## config.mk

```make
export PLATFORM = sky130hd
export DESIGN_NAME = inEpBuffer
export DESIGN_NICKNAME = d
export VERILOG_FILES = /design/src/rtl/inEpPkg.sv /design/src/rtl/inEpCtl.sv /design/src/rtl/inEpData.sv /design/src/rtl/inEpBuffer.sv
export SDC_FILE = /design/constraint.sdc
export NUM_CORES = 1
export LEC_CHECK = 0
export CORE_MARGIN = 2
export CORE_UTILIZATION = 60
export CTS_CLUSTER_SIZE = 20
export DETAILED_ROUTE_END_ITERATION = 8
export GPL_TIMING_DRIVEN = 0
export PLACE_DENSITY = 0.76
export SLEW_MARGIN = 0
export SYNTH_ARGS = -nofsm -noshare
export SYNTH_HDL_FRONTEND = slang
export SYNTH_SLANG_ARGS = --single-unit
```

## constraint.sdc

```tcl
create_clock -name clk -period 4.3 [get_ports clk]
set_clock_uncertainty 0.1 [all_clocks]
set_input_delay 0.86 -clock clk [delete_from_list [all_inputs] [get_ports clk]]
set_output_delay 0.86 -clock clk [all_outputs]
set_load 0.01 [all_outputs]
```

## src/rtl/inEpPkg.sv

```systemverilog
package inEpPkg;
  typedef struct packed {
    logic wrAccept;    // store cpu byte into loading slot
    logic commit;      // hand loading slot over to bus side
    logic retire;      // drop oldest queued packet
    logic dropPartial; // discard loaded bytes
    logic advRd;       // bus side consumes a byte
    logic wrSlot;      // slot being loaded
    logic rdSlot;      // oldest queued slot
  } epStrobe_t;
endpackage

```

## src/rtl/inEpCtl.sv

```systemverilog
module inEpCtl
  import inEpPkg::*;
#(
  parameter int SLOT_BYTES = 64,
  parameter int MAXP_W     = 8,
  parameter int CNT_W      = 7
) (
  input  logic              clk,
  input  logic              rstN,
  input  logic              dblBufEn,
  input  logic              autoSetEn,
  input  logic [MAXP_W-1:0] maxPkt,
  input  logic              cpuWrEn,
  input  logic              cpuSetRdy,
  input  logic              flushReq,
  input  logic              busRdEn,
  input  logic              busSent,
  input  logic              busStall,
  input  logic [CNT_W-1:0]  fillCnt,
  output epStrobe_t         stb,
  output logic              pktRdy,
  output logic              pktPresent,
  output logic              busAvail,
  output logic              inEvent
);
  localparam int CW = (CNT_W > MAXP_W) ? CNT_W : MAXP_W;
  localparam logic [CNT_W-1:0] FULL_CNT = CNT_W'(SLOT_BYTES);

  logic [1:0] commitCnt;
  logic       rdSlot;
  logic [1:0] cap;
  logic       loadOpen;
  logic       wrAccept;
  logic       dropPartial;
  logic       autoHit;
  logic       commit;
  logic       retire;
  logic [CNT_W-1:0] nextFill;

  assign cap         = dblBufEn ? 2'd2 : 2'd1;
  assign loadOpen    = commitCnt < cap;
  assign dropPartial = flushReq && (commitCnt == 2'd0);
  assign wrAccept    = cpuWrEn && loadOpen && !dropPartial && (fillCnt < FULL_CNT);
  assign nextFill    = fillCnt + CNT_W'(wrAccept);
  assign autoHit     = autoSetEn && (maxPkt != '0) && wrAccept &&
                       (CW'(nextFill) == CW'(maxPkt));
  assign commit      = loadOpen && !dropPartial && (cpuSetRdy || autoHit);
  assign retire      = (commitCnt != 2'd0) && (busSent || flushReq);

  always_ff @(posedge clk or negedge rstN) begin
    if (!rstN) begin
      commitCnt <= 2'd0;
      rdSlot    <= 1'b0;
      inEvent   <= 1'b0;
    end else begin
      commitCnt <= commitCnt + 2'(commit) - 2'(retire);
      if (retire) rdSlot <= ~rdSlot;
      inEvent <= busSent || busStall || flushReq;
    end
  end

  always_comb begin
    stb.wrAccept    = wrAccept;
    stb.commit      = commit;
    stb.retire      = retire;
    stb.dropPartial = dropPartial;
    stb.advRd       = busRdEn && (commitCnt != 2'd0);
    stb.wrSlot      = rdSlot ^ commitCnt[0];
    stb.rdSlot      = rdSlot;
  end

  assign pktRdy     = commitCnt >= cap;
  assign busAvail   = commitCnt != 2'd0;
  assign pktPresent = busAvail || (fillCnt != '0);
endmodule

```

## src/rtl/inEpData.sv

```systemverilog
module inEpData
  import inEpPkg::*;
#(
  parameter int DATA_W     = 8,
  parameter int SLOT_BYTES = 64,
  parameter int CNT_W      = 7,
  parameter int PTR_W      = 6
) (
  input  logic              clk,
  input  logic              rstN,
  input  epStrobe_t         stb,
  input  logic [DATA_W-1:0] cpuWrData,
  output logic [CNT_W-1:0]  fillCnt,
  output logic [CNT_W-1:0]  busLen,
  output logic [DATA_W-1:0] busRdData
);
  logic [CNT_W-1:0]  slotLen [2];
  logic [DATA_W-1:0] slotRd  [2];
  logic [CNT_W-1:0]  rdPtr;
  logic [CNT_W-1:0]  commitLen;

  assign commitLen = fillCnt + CNT_W'(stb.wrAccept);

  always_ff @(posedge clk or negedge rstN) begin
    if (!rstN) fillCnt <= '0;
    else if (stb.dropPartial || stb.commit) fillCnt <= '0;
    else if (stb.wrAccept) fillCnt <= commitLen;
  end

  for (genvar s = 0; s < 2; s++) begin : gSlot
    logic [DATA_W-1:0] slotMem [SLOT_BYTES];

    always_ff @(posedge clk) begin
      if (stb.wrAccept && (stb.wrSlot == 1'(s)))
        slotMem[fillCnt[PTR_W-1:0]] <= cpuWrData;
    end

    always_ff @(posedge clk or negedge rstN) begin
      if (!rstN) slotLen[s] <= '0;
      else if (stb.commit && (stb.wrSlot == 1'(s))) slotLen[s] <= commitLen;
    end

    assign slotRd[s] = slotMem[rdPtr[PTR_W-1:0]];
  end

  assign busLen = slotLen[stb.rdSlot];

  always_ff @(posedge clk or negedge rstN) begin
    if (!rstN) rdPtr <= '0;
    else if (stb.retire) rdPtr <= '0;
    else if (stb.advRd && (rdPtr < busLen)) rdPtr <= rdPtr + 1'b1;
  end

  assign busRdData = (rdPtr < busLen) ? slotRd[stb.rdSlot] : '0;
endmodule

```

## src/rtl/inEpBuffer.sv

```systemverilog
module inEpBuffer
  import inEpPkg::*;
#(
  parameter int DATA_W     = 8,
  parameter int SLOT_BYTES = 64,
  parameter int MAXP_W     = 8,
  localparam int CNT_W     = $clog2(SLOT_BYTES + 1)
) (
  input  logic              clk,
  input  logic              rstN,
  input  logic              dblBufEn,
  input  logic              autoSetEn,
  input  logic [MAXP_W-1:0] maxPkt,
  input  logic              cpuWrEn,
  input  logic [DATA_W-1:0] cpuWrData,
  input  logic              cpuSetRdy,
  input  logic              flushReq,
  output logic              pktRdy,
  output logic              pktPresent,
  output logic              busAvail,
  output logic [CNT_W-1:0]  busLen,
  input  logic              busRdEn,
  output logic [DATA_W-1:0] busRdData,
  input  logic              busSent,
  input  logic              busStall,
  output logic              inEvent
);
  localparam int PTR_W = (SLOT_BYTES > 1) ? $clog2(SLOT_BYTES) : 1;

  epStrobe_t        stb;
  logic [CNT_W-1:0] fillCnt;

  inEpCtl #(.SLOT_BYTES(SLOT_BYTES), .MAXP_W(MAXP_W), .CNT_W(CNT_W)) uCtl (
    .clk(clk), .rstN(rstN), .dblBufEn(dblBufEn), .autoSetEn(autoSetEn),
    .maxPkt(maxPkt), .cpuWrEn(cpuWrEn), .cpuSetRdy(cpuSetRdy),
    .flushReq(flushReq), .busRdEn(busRdEn), .busSent(busSent),
    .busStall(busStall), .fillCnt(fillCnt), .stb(stb), .pktRdy(pktRdy),
    .pktPresent(pktPresent), .busAvail(busAvail), .inEvent(inEvent)
  );

  inEpData #(.DATA_W(DATA_W), .SLOT_BYTES(SLOT_BYTES), .CNT_W(CNT_W),
             .PTR_W(PTR_W)) uData (
    .clk(clk), .rstN(rstN), .stb(stb), .cpuWrData(cpuWrData),
    .fillCnt(fillCnt), .busLen(busLen), .busRdData(busRdData)
  );
endmodule

```

# Yosys cells after proc, flatten, opt, wreduce, memory -nomap -nowiden
# Memory sizes are Yosys's and may differ from the RTL's.
# Index checks and enable logic that the tools add are counted.
dict set report word_totals {
  n_memories 2
  ram_bits 1024
  ff_bits 32
  latchBits 0
  in_bits 26
  romBits 0
  output_inout_bits 19
  word_cells 68
}
# memory depth word_bits read_ports rd_clocked_by_memory_dff wr line_no
set memory_table {}
lappend memory_table {{uData.gSlot[0].slotMem} 64 8 1 0 1 inEpData.sv:31} ;# logic [DATA_W-1:0] slotMem [SLOT_BYTES];
lappend memory_table {{uData.gSlot[1].slotMem} 64 8 1 0 1 inEpData.sv:31}
dict set report classes {
  n_bitwise 4
  magnitude_cmp 5
  shifts 0
  n_mul 0
  n_reduce_logical 29
  muxes 16
  n_div 0
  n_eq_ne 1
  n_addsub 4
}
# cell count
set ops {}
lappend ops {{$mux 7} 7}
lappend ops {{$mux 8} 4}
lappend ops {{$logic_and 1x1->1} 16}
lappend ops {{$eq 7x8->1} 1}
lappend ops {{$reduce_bool 8->1} 1}
lappend ops {{$add 7x1->7} 1}
lappend ops {{$add 7x1->7 const B} 1}
lappend ops {{$lt 7x7->1} 1}
lappend ops {{$lt 7x7->1 const B} 1}
lappend ops {{$reduce_bool 7->1} 1}
lappend ops {{$logic_or 1x1->1} 6}
lappend ops {{$reduce_bool 2->1} 3}
lappend ops {{$mux 1} 4}
lappend ops {{$add 2x1->2} 1}
lappend ops {{$ge 2x2->1} 1}
lappend ops {{$ge 2x2->1 const B} 1}
lappend ops {{$logic_not 2->1} 1}
lappend ops {{$lt 2x2->1} 1}
lappend ops {{$mux 2} 1}
lappend ops {{$not 1->1} 2}
lappend ops {{$not 1->2} 1}
lappend ops {{$sub 2x1->2} 1}
lappend ops {{$logic_not 1->1} 1}
lappend ops {{$xor 1x1->1} 1}

# Logic depth before layout (Yosys ltp)
dict set report depth {
  ltp_word 12
  ltp_mapped 17
  ltp_nobuf 16
}

# Cells and area by module
# A second synthesis with hierarchy kept.
dict set report hier_totals {
  hier_cells 2122
  area_unflattened_um2 42104.1
}
# mod n_inst seq_area_each_um2 area_per_inst_um2 cells_per_inst
set modules_own_cells {}
lappend modules_own_cells {inEpData 1 31450.2 41511.1 2053}
lappend modules_own_cells {inEpCtl 1 100.1 593.1 69}

# Worst setup path before layout
# No wires, ideal clock.
dict set report synth_path {
  path_type {input to register}
  startpoint {input port dblBufEn}
  endpoint {register uCtl.commitCnt[1]}
  arrival_time_ns 3.644
  path_slack_ns 0.430
  n_path_buf 1
  t_required_ns 4.074
  setup_time_ns 0.126
  stages 17
  cell_sequence {inv_1 -> ha_1 -> nor2b_1 -> nor3_4 -> nand2_4 -> inv_4 -> ha_1 -> ha_1 -> and3_1 -> xnor3_1 -> o2111a_1 -> a41oi_4 -> nor2b_1 -> buf_2 -> ha_1 -> xnor2_1 -> xnor2_1}
}
dict set report synth_between {
  elab_chain_cells 12
  word_cells_on_any_way 14
  classes_between {add/sub (3); order compare (1); eq/ne (1); mux (1); reduce/logical (8)}
}
# item line_no
set synth_lines {}
lappend synth_lines {{from (decl)} inEpBuffer.sv:11} ;# input logic dblBufEn,
lappend synth_lines {{$mux 2 (*)} inEpCtl.sv:40} ;# assign cap = dblBufEn ? 2'd2 : 2'd1;
lappend synth_lines {{$lt 2x2->1 (*)} inEpCtl.sv:41} ;# assign loadOpen = commitCnt < cap;
lappend synth_lines {{$logic_and 1x1->1 (3 in a row)} inEpCtl.sv:43} ;# assign wrAccept = cpuWrEn && loadOpen && !dropPartial && (fillCnt < FULL_CNT);
lappend synth_lines {{$add 7x1->7} inEpCtl.sv:44} ;# assign nextFill = fillCnt + CNT_W'(wrAccept);
lappend synth_lines {{$eq 7x8->1} inEpCtl.sv:46} ;# (CW'(nextFill) == CW'(maxPkt));
lappend synth_lines {{$logic_and 1x1->1} inEpCtl.sv:45} ;# assign autoHit = autoSetEn && (maxPkt != '0) && wrAccept &&
lappend synth_lines {{$logic_or 1x1->1} inEpCtl.sv:47} ;# assign commit = loadOpen && !dropPartial && (cpuSetRdy || autoHit);
lappend synth_lines {{$logic_and 1x1->1 (*)} inEpCtl.sv:47}
lappend synth_lines {{$add 2x1->2 (*)} inEpCtl.sv:56} ;# commitCnt <= commitCnt + 2'(commit) - 2'(retire);
lappend synth_lines {{$sub 2x1->2 (*)} inEpCtl.sv:56}
lappend synth_lines {{to (signal assigned)} inEpCtl.sv:56}
lappend synth_lines {{to (decl)} inEpCtl.sv:29} ;# logic [1:0] commitCnt;
# Mark *: on every way between the ends. The rest lies on a longest branch, timed or not.
# A chain may end at the register's enable or synchronous reset.

# Final worst setup path
dict set report layout_path {
  startpoint {register uData.rdPtr[4]}
  endpoint {output port busRdData[2]}
}
dict set report layout_between {
  elab_chain_cells 5
  word_cells_on_any_way 7
  classes_between {order compare (1); mux (4); memory (2)}
}
# item line_no
set layout_lines {}
lappend layout_lines {{from (decl)} inEpData.sv:19} ;# logic [CNT_W-1:0] rdPtr;
lappend layout_lines {{from (signal assigned)} inEpData.sv:51} ;# else if (stb.advRd && (rdPtr < busLen)) rdPtr <= rdPtr + 1'b1;
lappend layout_lines {{$mem_v2 64x8} -}
lappend layout_lines {{$mux 8 (implied by the code) (3 in a row)} inEpData.sv:54} ;# assign busRdData = (rdPtr < busLen) ? slotRd[stb.rdSlot] : '0;
lappend layout_lines {{$mux 8 (*)} inEpData.sv:54}
lappend layout_lines {{to (decl)} inEpBuffer.sv:23} ;# output logic [DATA_W-1:0] busRdData,
# Mark *: on every way between the ends. The rest lies on a longest branch, timed or not. The select of a mux whose other input is x is not followed.

==> impl_metrics.toml <==
[die]
ios = 45
die_h_um = 270
fp.dieW_um = 270
core_area_mm2 = 0.0700
start_util_pct = 60.6
num_rows = 97
fp.dieArea_mm2 = 0.0729

[synthesis]
synth_cell_types = 72
synth_edf_count = 1024
synth_top_area_share_pct = 72.4
yosysTopAreaCell = "edfxtp_1"
synth_area_per_cell_um2 = 19.3
synth-seq-area-share_pct = 74.3
synth_fp_nets = 2245
synth_warnings = 0
synth_area_leaders = "edfxtp_1, mux4_2, mux2i_1, dfrtp_1, nor2_1"
synthFlopType = "edfxtp_1"
syn_inst = 2206
ys_async_sr_fraction_pct = 3.03
syn_area_mm2 = 0.0425
yosys_register_bits = 1056

[sta]
rsz0062_at_grt = "true"
worstMarginPinSlew_ns = 1.35
relSlewSlack_pct = 9.64
timing.fmax_ghz = 0.212
fin_crit_sh_pct = 110
setup_viol = 16
finalWorstSetupSlack_ns = -0.419
fin_crit_ns = 4.72
finalHoldViolCount = 0
drv_slew = 0

[global_route]
antenna_found_initial = 2
grt_max_degree = 97
grt.overflow.total = 0
track_usage_pct = 36.6
grt_pass1_vias = 24200
grt_pass1_wl_um = 183000

[layout]
fin_nets = 2475
final_cell_mix = "edfxtp_1, mux4_2, mux2i_1"
fin_cells = 3466
syn_to_final_growth_pct = 17.7
drive_above_1_share_pct = 27.9
layout_commonest_cell = "edfxtp_1"
final_core_util_pct = 71.4
nFillCells = 4069

[cts]
cts_buffer_depth = 3
h-tree-depth = 3
hold_buffers = 0
clock_sinks = 1056
cts_made_buffers = 101
clkLatencyLatePin_ns = 0.68
clk_root_buffer_cell = "clkbuf_16"
cts_tree = "built"
clkTransAtPathRegs_ns = 0.07

[placed_design]
dpl.cell_count = 3198
dp_hpwl_um = 82800
portBuffers = 44
place_congestion = 1.02
post-place-ws_ns = -1.35

[min_path]
hold_path_class = "input pin to async pin"

[drt]
drt_first_pass_iters = 6
drtIter0Drc = 4054
drc = 0
wl_per_cell_um = 38.3
via_per_inst = 7.08
final_antenna_net_count = 0
drt-total-wl_um = 133000
vias = 24600

[worst_setup_path]
path_class = "flop to output pin"
crit_arrival_ns = 3.76
cp-end-kind = "output pin"
cp.required_ns = 3.34
critPathMaxFanout = 10
critPathLaunchType = "flop"

[status]
status = "finished with violations"
violations = "setup timing"

[power_and_ir_drop]
p_leak_nw = 15.7
ir_worst_vdd_mv = 0.510
power.density_mw_per_mm2 = 538

[run]
drv_cap = 0
## cell families after synthesis
group / after synthesis / synth area share (%)
AOI/OAI and AO/OA: 232 / 3.76
adders and majority gates: 13 / 0.383
buffers and inverters: 150 / 2.45
muxes: 391 / 14.8
xor gates and xnor gates: 20 / 0.510
and+or+nand+nor: 344 / 3.81
DFF: 1056 / 74.3
## critical path, stage by stage (launching register included)
cell and delay [ns]:
dfrtp_1 0.63, inv_1 0.20, nor2_2 0.73, a22oi_1 0.32, a21oi_4 0.36, a211oi_4 0.11, a311oi_4 0.49, buf_2 0.22
## through the flow
step / TNS [ns] / cell area (µm²) / power, mW / hold slack [ns]
after floorplan: 0 / 42500 / 14.5 / 0.373
after global placement: -1206.74 / 44100 / 16.3 / 0.385
after detailed placement: -114.72 / 44300 / 16.3 / 0.391
after CTS: -1.41 / 49600 / 26.5 / 0.154
after global routing: -1.85 / 50000 / 27.4 / 0.194
final: -2.30 / 50000 / 26.9 / 0.139
## layout make-up
class                           instances  area [µm²]  area share [%]
Antenna cell                            4        10.0          0.0200
Buffer                                132        1560            3.12
Clock buffer                          128        2690            5.38
Clock inverter                         61         756            1.51
Inverter                               15        60.1           0.120
Multi-Input combinational cell       1000       10800            21.6
Sequential cell                      1056       31600            63.1
Tap cell                              940        1180            2.35
Timing Repair Buffer                  130        1400            2.80
## cell usage after synthesis, types with 9 or more instances
master    count
inv_1        13
a22oi_1      40
nand4_1       9
buf_2        30
a221oi_1     21
o211ai_1     14
clkbuf_1     50
nor3_1       15
o21ai_0      38
nor2_1      145
or3_1        18
mux2i_1     189
dfrtp_1      32
xor2_1       10
edfxtp_1   1024
mux4_1       13
mux4_2      171
a211oi_1     15
a21oi_1      45
buf_6        16
mux2_2       17
a31oi_1      20
nand3_1      27
buf_4        12
nor2b_1       9
ha_1         13
buf_12       13
nand2_1      76
## state kept, by name, summed over array words and instances (netlist names)
register / cells
uData.slotLen: 14
uData.rdPtr: 7
uData.fillCnt: 7
uCtl.rdSlot: 1
uCtl.inEvent: 1
uData.gSlot.slotMem: 1024
uCtl.commitCnt: 2
## routing by layer
metal | vias to the layer above | part of all wire (%) | GRT usage [%]
met2 | 2086 | 45 | 55.1
met4 | 2 | 5.9 | 18.2
met1 | 12600 | 35 | 49.4
li1 | 9444 | - | -
met5 | - | 0.0083 | 0
met3 | 446 | 14 | 11.0
## worst paths after layout
check,endpoint,slack (ns),start,cells past startpoint
max,busRdData[2],-0.42,uData.rdPtr[4],7
max reg2reg,uData.gSlot[1].slotMem[44][0],0.20,uCtl.commitCnt[1],8
min reg2reg,uData.slotLen[7],0.41,uData.slotLen[7],1
min,uData.fillCnt[6],0.14,rstN,1
max in group asynchronous,uData.rdPtr[2],3.44,rstN,1
min in group clk,uData.slotLen[7],0.41,uData.slotLen[7],1
## repair_timing
| action | 4_1_cts | 5_1_grt |
|---|---|---|
| setup buffers | 54 | 22 |
| gates cloned | 3 | 0 |
| resized for setup | 364 | 55 |
| pin swaps | 37 | 34 |
| setup endpoints to repair | 9 | 89 |
## where the power goes
| group | leakage, nW | total (mW) | switching (mW) | internal [mW] |
|---|---|---|---|---|
| clock network | 1.68 | 9.33 | 3.88 | 5.45 |
| registers | 9.63 | 11.4 | 0.0490 | 11.4 |
| logic | 4.40 | 6.16 | 3.38 | 2.78 |
Note: power is estimated with default switching activity, not from simulation.
